<file path="src/rtl/line_pwr_pkg.sv">
package line_pwr_pkg;

  typedef enum logic [1:0] {
    PW_OFF  = 2'd0,
    PW_RAMP = 2'd1,
    PW_ON   = 2'd2
  } pw_state_e;

  // Interval in microseconds to clock cycles, never less than one.
  function automatic int unsigned us_to_cyc(input longint unsigned us,
                                            input longint unsigned hz);
    longint unsigned c;
    c = (us * hz) / 64'd1000000;
    if (c == 64'd0) c = 64'd1;
    return c[31:0];
  endfunction

endpackage

</file>
<file path="src/rtl/lpm_sync.sv">
module lpm_sync #(
  parameter int W = 1
) (
  input  logic         clk,
  input  logic         rst_n,
  input  logic [W-1:0] d,
  output logic [W-1:0] q
);
  for (genvar i = 0; i < W; i++) begin : g_bit
    logic s1, s2;
    always_ff @(posedge clk or negedge rst_n) begin
      if (!rst_n) begin
        s1 <= 1'b0;
        s2 <= 1'b0;
      end else begin
        s1 <= d[i];
        s2 <= s1;
      end
    end
    assign q[i] = s2;
  end
endmodule

</file>
<file path="src/rtl/lpm_line_detect.sv">
module lpm_line_detect #(
  parameter int          N_RX     = 2,
  parameter int unsigned IDLE_CYC = 60,
  parameter int unsigned ACT_CYC  = 2
) (
  input  logic            clk,
  input  logic            rst_n,
  input  logic [N_RX-1:0] lvl_ok,
  output logic            line_active
);
  localparam int IW = $clog2(IDLE_CYC + 1);
  localparam int AW = $clog2(ACT_CYC + 1);
  localparam logic [IW-1:0] IDLE_LIM = IW'(IDLE_CYC - 1);
  localparam logic [AW-1:0] ACT_LIM  = AW'(ACT_CYC - 1);

  logic          any_ok;
  logic [IW-1:0] idle_cnt;
  logic [AW-1:0] act_cnt;
  logic          idle_done;   // idle window complete this cycle
  logic          act_done;    // activity window complete this cycle

  assign any_ok    = |lvl_ok;
  assign idle_done = !any_ok && line_active && (idle_cnt == IDLE_LIM);
  assign act_done  = any_ok && !line_active && (act_cnt == ACT_LIM);

  always_ff @(posedge clk or negedge rst_n) begin
    if (!rst_n) begin
      line_active <= 1'b0;
      idle_cnt    <= '0;
      act_cnt     <= '0;
    end else if (any_ok) begin
      idle_cnt <= '0;
      if (act_done) begin
        line_active <= 1'b1;
        act_cnt     <= '0;
      end else if (!line_active) begin
        act_cnt <= act_cnt + 1'b1;
      end
    end else begin
      act_cnt <= '0;
      if (idle_done) begin
        line_active <= 1'b0;
        idle_cnt    <= '0;
      end else if (line_active) begin
        idle_cnt <= idle_cnt + 1'b1;
      end
    end
  end

  a_r1_fall_needs_idle: assert property (@(posedge clk) disable iff (!rst_n)
    $fell(line_active) |-> $past(!any_ok));

  a_r2_rise_needs_activity: assert property (@(posedge clk) disable iff (!rst_n)
    $rose(line_active) |-> $past(any_ok));

  a_r3_valid_keeps_active: assert property (@(posedge clk) disable iff (!rst_n)
    (any_ok && line_active) |=> line_active);

endmodule

</file>
<file path="src/rtl/lpm_power_seq.sv">
module lpm_power_seq
  import line_pwr_pkg::*;
#(
  parameter int unsigned RAMP_CYC    = 200,
  parameter int unsigned HOLD_CYC    = 100,
  parameter bit          USE_HOLDOFF = 1'b1
) (
  input  logic clk,
  input  logic rst_n,
  input  logic shut_n,
  input  logic wake_force,
  input  logic line_active,
  output logic supply_en,
  output logic drv_en
);
  localparam int RW = $clog2(RAMP_CYC + 1);
  localparam int HW = $clog2(HOLD_CYC + 1);
  localparam logic [RW-1:0] RAMP_LIM = RW'(RAMP_CYC - 1);

  pw_state_e     state, state_nx;
  logic [RW-1:0] ramp_cnt;
  logic          shut_q;
  logic          hold_active;
  logic          want_on;
  logic          ramp_done;

  always_ff @(posedge clk or negedge rst_n) begin
    if (!rst_n) shut_q <= 1'b1;
    else        shut_q <= shut_n;
  end

  if (USE_HOLDOFF) begin : g_hold
    logic [HW-1:0] hold_cnt;
    logic          release_evt;
    assign release_evt = shut_n && !shut_q;
    always_ff @(posedge clk or negedge rst_n) begin
      if (!rst_n)             hold_cnt <= '0;
      else if (!shut_n)       hold_cnt <= '0;
      else if (release_evt)   hold_cnt <= HW'(HOLD_CYC);
      else if (hold_cnt != 0) hold_cnt <= hold_cnt - 1'b1;
    end
    assign hold_active = release_evt || (hold_cnt != '0);
  end else begin : g_nohold
    assign hold_active = 1'b0;
  end

  assign want_on   = shut_n && (wake_force || hold_active || line_active);
  assign ramp_done = (state == PW_RAMP) && (ramp_cnt == RAMP_LIM);

  always_comb begin
    state_nx = state;
    case (state)
      PW_OFF:  if (want_on) state_nx = PW_RAMP;
      PW_RAMP: if (!want_on) state_nx = PW_OFF;
               else if (ramp_done) state_nx = PW_ON;
      PW_ON:   if (!want_on) state_nx = PW_OFF;
      default: state_nx = PW_OFF;
    endcase
  end

  always_ff @(posedge clk or negedge rst_n) begin
    if (!rst_n) begin
      state    <= PW_OFF;
      ramp_cnt <= '0;
    end else begin
      state <= state_nx;
      if (state == PW_RAMP && state_nx == PW_RAMP) ramp_cnt <= ramp_cnt + 1'b1;
      else                                         ramp_cnt <= '0;
    end
  end

  assign supply_en = (state != PW_OFF);
  assign drv_en    = (state == PW_ON);

  a_r4_shutdown_wins: assert property (@(posedge clk) disable iff (!rst_n)
    !shut_n |=> (!supply_en && !drv_en));

  a_r5_force_up: assert property (@(posedge clk) disable iff (!rst_n)
    (shut_n && wake_force) |=> supply_en);

  a_r6_auto_down: assert property (@(posedge clk) disable iff (!rst_n)
    (shut_n && !wake_force && !hold_active && !line_active) |=> !supply_en);

  a_r7_supply_before_drv: assert property (@(posedge clk) disable iff (!rst_n)
    $rose(drv_en) |-> $past(supply_en));

endmodule

</file>
<file path="src/rtl/line_pwr_mgr.sv">
module line_pwr_mgr
  import line_pwr_pkg::*;
#(
  parameter int unsigned CLK_HZ      = 200_000_000,
  parameter int          N_RX        = 2,
  parameter int unsigned IDLE_US     = 30,
  parameter int unsigned ACT_US      = 1,
  parameter int unsigned RAMP_US     = 100,
  parameter int unsigned HOLD_US     = 100_000,
  parameter bit          USE_HOLDOFF = 1'b1
) (
  input  logic            clk,
  input  logic            rst_n,
  input  logic [N_RX-1:0] lvl_ok_async,
  input  logic            shut_n,
  input  logic            wake_force,
  input  logic            rcv_en_n,
  output logic            line_active,
  output logic            supply_en,
  output logic            drv_en,
  output logic            rcv_out_en
);
  localparam int unsigned IDLE_CYC = us_to_cyc(64'(IDLE_US), 64'(CLK_HZ));
  localparam int unsigned ACT_CYC  = us_to_cyc(64'(ACT_US),  64'(CLK_HZ));
  localparam int unsigned RAMP_CYC = us_to_cyc(64'(RAMP_US), 64'(CLK_HZ));
  localparam int unsigned HOLD_CYC = us_to_cyc(64'(HOLD_US), 64'(CLK_HZ));

  logic [N_RX-1:0] lvl_ok;

  lpm_sync #(.W(N_RX)) u_sync (
    .clk   (clk),
    .rst_n (rst_n),
    .d     (lvl_ok_async),
    .q     (lvl_ok)
  );

  lpm_line_detect #(
    .N_RX     (N_RX),
    .IDLE_CYC (IDLE_CYC),
    .ACT_CYC  (ACT_CYC)
  ) u_detect (
    .clk         (clk),
    .rst_n       (rst_n),
    .lvl_ok      (lvl_ok),
    .line_active (line_active)
  );

  lpm_power_seq #(
    .RAMP_CYC    (RAMP_CYC),
    .HOLD_CYC    (HOLD_CYC),
    .USE_HOLDOFF (USE_HOLDOFF)
  ) u_seq (
    .clk         (clk),
    .rst_n       (rst_n),
    .shut_n      (shut_n),
    .wake_force  (wake_force),
    .line_active (line_active),
    .supply_en   (supply_en),
    .drv_en      (drv_en)
  );

  // Receiver outputs depend on their own enable only.
  assign rcv_out_en = !rcv_en_n;

endmodule

</file>
<file path="config.mk">
export PLATFORM = sky130hd
export DESIGN_NAME = line_pwr_mgr
export DESIGN_NICKNAME = d
export VERILOG_FILES = /design/src/rtl/line_pwr_pkg.sv /design/src/rtl/lpm_sync.sv /design/src/rtl/lpm_line_detect.sv /design/src/rtl/lpm_power_seq.sv /design/src/rtl/line_pwr_mgr.sv
export SDC_FILE = /design/constraint.sdc
export NUM_CORES = 1
export LEC_CHECK = 0
export BUFFER_PORTS_ARGS = -buffer_cell sky130_fd_sc_hd__buf_2
export CAP_MARGIN = 30
export CORE_UTILIZATION = 55
export DETAILED_ROUTE_END_ITERATION = 16
export PLACE_DENSITY = 0.72
export SYNTH_ARGS = -nofsm -noshare
export SYNTH_HDL_FRONTEND = slang
export SYNTH_SLANG_ARGS = --single-unit
</file>
<file path="constraint.sdc">
create_clock -name clk -period 4 [get_ports clk]
set_input_delay 0.6 -clock clk [delete_from_list [all_inputs] [get_ports clk]]
set_output_delay 0.6 -clock clk [all_outputs]
set_load 0.005 [all_outputs]
</file>
== Word-level counts from Yosys, hierarchy flattened ==
Index checks and enable logic that the tools add are counted.

* Register bits: 69
* Logic and storage cells: 64

* Equal/unequal tests: 9
* Multiplexer cells: 18
* Reductions and logical operators: 22
* Add/subtract/negate cells: 4

{| class="wikitable"
|+ Operators by type and width
! cell !! count
|-
| $mux 25 || 3
|-
| $mux 13 || 3
|-
| $reduce_bool 25->1 || 1
|-
| $sub 25x1->25 const B || 1
|-
| $mux 8 || 3
|-
| $add 15x1->15 const B || 1
|-
| $eq 15x15->1 const B || 1
|-
| $mux 15 || 1
|-
| $add 13x1->13 const B || 1
|-
| $eq 13x13->1 const B || 1
|-
| $add 8x1->8 const B || 1
|-
| $eq 8x8->1 const B || 1
|-
| $logic_and 1x1->1 || 8
|-
| $mux 2 || 4
|-
| $pmux 2 s3 || 1
|-
| $eq 2x1->1 const B || 2
|-
| $logic_not 1->1 || 4
|-
| $reduce_bool 2->1 || 2
|-
| $logic_or 1x1->1 || 3
|-
| $mux 1 || 3
|-
| $ne 3x1->1 const B || 1
|-
| $ne 3x3->1 const B || 1
|-
| $reduce_bool 3->1 || 1
|-
| $eq 2x2->1 const B || 1
|-
| 4 further kinds || 4
|}

== Logic depth before layout (Yosys ltp) ==
* Depth after elaboration: 11
* Gate-level depth with buffers: 8
* Mapped depth without buffers: 7

== Hierarchy ==
From an unflattened synthesis, not the netlist that was laid out.

* Cells, all modules: 369
* Area total of the unflattened synthesis: 3696.0 sq um

{| class="wikitable"
|+ Modules (own cells, without submodules)
! module !! instances !! cells an instance !! area each (sq um)
|-
| lpm_power_seq || 1 || 230 || 2275.9
|-
| lpm_line_detect || 1 || 132 || 1301.2
|-
| lpm_sync || 1 || 6 || 115.1
|-
| line_pwr_mgr || 1 || 1 || 3.8
|}

== Worst setup path before layout ==
No wires, ideal clock.

* Path kind: input to register
* Start: input shut_n
* End: register u_seq.g_hold.hold_cnt[12]
* Arrival time: 1776 ps
* Buffers on the path: 2
* Data required time: 3868 ps
* Stages on the path: 7
* Setup time: 132 ps
* Setup slack: 2092 ps
* Cells stage by stage: clkbuf_1 > nand2b_1 > and4b_1 > clkbuf_1 > a311oi_1 > xnor2_1 > nor2_1

* Cells in the longest elaborated chain, start to end: 3
* Elaborated cells between the ends (all ways): 4
* Those cells by class: eq/ne: 1; mux: 2; reduce/logical: 1

{| class="wikitable"
|+ RTL lines
! item !! RTL line !! source
|-
| start, declared || line_pwr_mgr.sv:15 || <nowiki>input logic shut_n,</nowiki>
|-
| $logic_and 1x1->1 || lpm_power_seq.sv:35 || <nowiki>assign release_evt = shut_n && !shut_q;</nowiki>
|-
| $mux 25 || lpm_power_seq.sv:39 || <nowiki>else if (release_evt) hold_cnt <= HW'(HOLD_CYC);</nowiki>
|-
| $mux 25 || lpm_power_seq.sv:38 || <nowiki>else if (!shut_n) hold_cnt <= '0;</nowiki>
|-
| end signal, assigned || lpm_power_seq.sv:39 ||
|-
| end signal, assigned || lpm_power_seq.sv:40 || <nowiki>else if (hold_cnt != 0) hold_cnt <= hold_cnt - 1'b1;</nowiki>
|-
| end, declared || lpm_power_seq.sv:33 || <nowiki>logic [HW-1:0] hold_cnt;</nowiki>
|}

Several ways; a longest one is shown, not always the timed one.
A chain may end at the register's enable or synchronous reset.

== Worst setup path after layout ==
* Start: register u_seq.g_hold.hold_cnt[5]
* End: register u_seq.g_hold.hold_cnt[0]

* Cells in the longest elaborated chain, start to end: 2

{| class="wikitable"
|+ RTL lines
! item !! RTL line
|-
| $reduce_bool 25->1 || lpm_power_seq.sv:40
|-
| $ne 3x1->1 (no source line) || -
|}

No other way between the ends.

==> results.toml <==
[run_status]
status = "finished clean"

[sta]
skew_ns = 0.00829
finalSetupViolations = 0
slew_headroom_pct = 38.5
drv_slew = 0
worst_pin_slew_ns = 0.923
tns_ns = 0
fmax_mhz = 447
post-route-period-util_pct = 56.0
min_period_ns = 2.24
rsz0062_at_grt = "no"
whs_ns = 0.352
finalHoldViolCount = 0

[clock_network]
clockRootBuffer = "clkbuf_8"
clk_pin_slew_ns = 0.07
cts_tree = "built"
cts-buffers-inserted = 9
postCtsSetupBuffers = 0
postCtsHoldBufs = 0
htreeDepth = 3
ctsResizeCount = 0
cts_buffer_depth = 2
cts.sinks = 69
clk_latency_ns = 0.34

[critical_path]
crit_required_ns = 4.23
startpoint = "u_seq.g_hold.hold_cnt[5]"
cpLargestDelayFamily = "simple AND/OR/NAND/NOR gates"
path_class = "reg -> reg"
path_max_fanout = 12
r2r_end = "u_seq.g_hold.hold_cnt[0]"
worstPathCellList = "nor3_1, and4_1, nand3_2, mux2i_1, and2_1"
start_kind = "register"
rrSetupSlack_ns = 1.76
cp.arrival_ns = 2.47
cp-end-kind = "register"
cp_slowest_stage_delay_ns = 0.53
timing.rr.start = "u_seq.g_hold.hold_cnt[5]"
path_buf_inv = 0
rr_worst_depth = 5
worst_path_max_delay_cell = "and4_1"

[logic_synthesis]
ys_seq_elements = 69
synthFlopType = "dfrtp_1"
synth-edff-count = 0
synth_top_area_share_pct = 48.1
synth_cell_types = 51
yosysSeqAreaShare_pct = 48.9
synthesis.nets = 382
async_flop_share_pct = 100
avgSynthCellArea_um2 = 9.56
yosys.area.top_type = "dfrtp_1"
postSynthCellCount = 370
netlist_area_um2 = 3540
synth_area_leaders = "dfrtp_1 48%, xnor2_1 5.4%, nor2_1 5.1%, nand2_1 4.0%, nand3_1 3.3%"
ys_warn_count = 0

[worst_hold_path]
whs_path_depth = 0
hp-class = "reg -> reg"
hold-path-endpoint = "u_sync.g_bit[0].s2"
min-delay-start = "u_sync.g_bit[0].s1"

[power_and_ir_drop]
power_frac_seq_pct = 50.2
p_int_w = 0.00112
pwr-share-comb_pct = 13.6
power_switching_w = 0.000422
swShare_pct = 27.4
p_per_area_nw_per_um2 = 402
p_clk_share_pct = 36.2
vdd_drop_max_mv = 0.306
leakage_nw = 1.70

[detailed_routing]
via_count = 2708
wl_um = 6760
dr.pass1.iters = 4
drtAntennaViolNets = 0
drt_first_iter_violations = 150
post_drt_wl_per_cell_um = 14.6
viasPerCell = 5.85
drcViolationCount = 0

[layout]
nFillCells = 494
areaGrowthSynthToFinish_pct = 8.35
multi_input_area_um2 = 1720
antenna_cells = 0
regArea_um2 = 1730
drive_gt1_share_pct = 10.6
nNetsFinal = 395

[placement]
io_buffers = 10
dp_hpwl_um = 4490
gp_congestion = 0.801

[floorplan]
boundaryPins = 11
core_area_um2 = 6060
die_area_um2 = 6750
start_util_pct = 58.3
num_rows = 28
dieHeight_um = 82.2
die_w_um = 82.2

[grt]
grt_pass1_vias = 2599
grt_util_all_layers_pct = 22.8
grt_max_degree = 42
grt_overflow = 0
antenna_found_initial = 0
grt_pass1_wl_um = 11600

[job]
maxCapViolCount = 0
==> synth_stat cells (all sizes together), types with 3 or more instances <==
master  number
nand4        5
xnor2       22
mux2i        4
buf          4
nand2       39
and3        11
clkbuf       6
a21o         5
nor2        48
a31oi        8
o31ai        5
nor4         7
nand2b       3
or3          3
or2          3
a22o         3
nor3        21
a21oi       16
dfrtp       68
nand3       25
o21ai       10
a31o         4
ha           5
xor2        10
inv          8
==> cell families (layout without fill, tap and decap cells) <==
group	count (synthesis)	in the layout	share of synthesized area (%)
DFF	69	69	48.9
AOI/OAI and AO/OA	59	59	10.9
xor gates and xnor gates	32	32	7.93
buffers and inverters	18	36	2.41
adders and majority gates	5	5	1.77
muxes	4	4	1.13
and+or+nand+nor	183	183	27.0
==> flip-flops by register name, indices dropped and copies added, names as in the netlist <==
register               count
u_sync.g_bit.s2            2
u_detect.line_active       1
u_seq.g_hold.hold_cnt     25
u_seq.shut_q               1
u_seq.ramp_cnt            15
u_sync.g_bit.s1            2
u_seq.state                2
u_detect.act_cnt           8
u_detect.idle_cnt         13
==> power groups by stage <==
stage                     clock network [W]  registers, W  logic (W)
after floorplan                           0      0.000776   0.000160
after global placement                    0      0.000784   0.000205
after detailed placement                  0      0.000786   0.000209
after CTS                          0.000572      0.000772   0.000211
after global routing               0.000600      0.000778   0.000237
final                              0.000557      0.000773   0.000210
==> stage by stage <==
stage | instances | util [%] | setup slack [ns] | area [um^2] | power (W)
finish | 463 | 63.2 | 1.76 | 3830 | 0.00154
global route | 463 | 63.2 | 1.61 | 3830 | 0.00162
CTS | 463 | 63.2 | 1.77 | 3830 | 0.00156
detailed placement | 447 | 60.1 | 1.78 | 3640 | 0.000995
global placement | 447 | 60.1 | 1.81 | 3640 | 0.000989
floorplan | 370 | - | 2.09 | 3540 | 0.000936
==> worst register-to-register path: cells and delay by family, from the launching register on <==
family | cells | cell delay [ns]
AND/OR/NAND/NOR | 4 | 1.51
flip-flops | 1 | 0.43
multiplexers | 1 | 0.20
==> worst max-delay path by stage <==
stage	to	cells past startpoint	slack (ns)
6_report	u_seq.g_hold.hold_cnt[0]	5	1.76
5_1_grt	u_seq.g_hold.hold_cnt[10]	5	1.61
4_1_cts	u_seq.g_hold.hold_cnt[0]	5	1.77
3_5_place_dp	u_seq.g_hold.hold_cnt[0]	5	1.78
3_3_place_gp	u_seq.g_hold.hold_cnt[0]	5	1.81
2_1_floorplan	u_seq.g_hold.hold_cnt[12]	7	2.09
==> cell usage in the layout (no fill, tap or decap), types with 2 or more instances in the layout <==
| master | synthesis | routed |
|---|---|---|
| a21boi_0 | 2 | 2 |
| a21o_1 | 5 | 5 |
| a21oi_1 | 16 | 16 |
| a22o_1 | 3 | 3 |
| a311oi_1 | 2 | 2 |
| a31o_1 | 3 | 3 |
| a31oi_1 | 8 | 8 |
| and2_1 | 2 | 2 |
| and3_1 | 11 | 11 |
| and4_1 | 2 | 2 |
| and4b_1 | 2 | 2 |
| buf_2 | 2 | 10 |
| buf_4 | 0 | 2 |
| clkbuf_8 | 0 | 10 |
| clkinv_2 | 0 | 4 |
| dfrtp_1 | 68 | 68 |
| ha_1 | 5 | 5 |
| inv_1 | 8 | 8 |
| mux2i_1 | 4 | 4 |
| nand2_1 | 38 | 38 |
| nand2b_1 | 3 | 3 |
| nand3_1 | 23 | 23 |
| nand3_2 | 2 | 2 |
| nand4_1 | 5 | 5 |
| nand4b_1 | 2 | 2 |
| nor2_1 | 48 | 48 |
| nor2b_1 | 2 | 2 |
| nor3_1 | 19 | 19 |
| nor3b_1 | 2 | 2 |
| nor4_1 | 6 | 6 |
| o21ai_0 | 10 | 10 |
| o31ai_1 | 5 | 5 |
| or2_2 | 2 | 2 |
| or3_1 | 3 | 3 |
| or3b_2 | 2 | 2 |
| xnor2_1 | 22 | 22 |
| xor2_1 | 10 | 10 |
==> area by class of cell <==
type | instances | share of cell area [%]
Sequential cell | 69 | 45.1
Clock buffer | 11 | 3.69
Tap cell | 75 | 2.45
Timing Repair Buffer | 12 | 1.70
Clock inverter | 5 | 1.31
Inverter | 8 | 0.784
Multi-Input combinational cell | 283 | 45.0
==> layer usage <==
layer  track usage, %  wire (um)  vias to the layer above
met1             31.3       3250                     1294
met5                0          0                        -
met4             9.12        105                        0
met3             4.07        282                       12
met2             35.7       3120                       62
li1                 -          -                     1340
No activity file was read; power rests on OpenSTA's default activity.
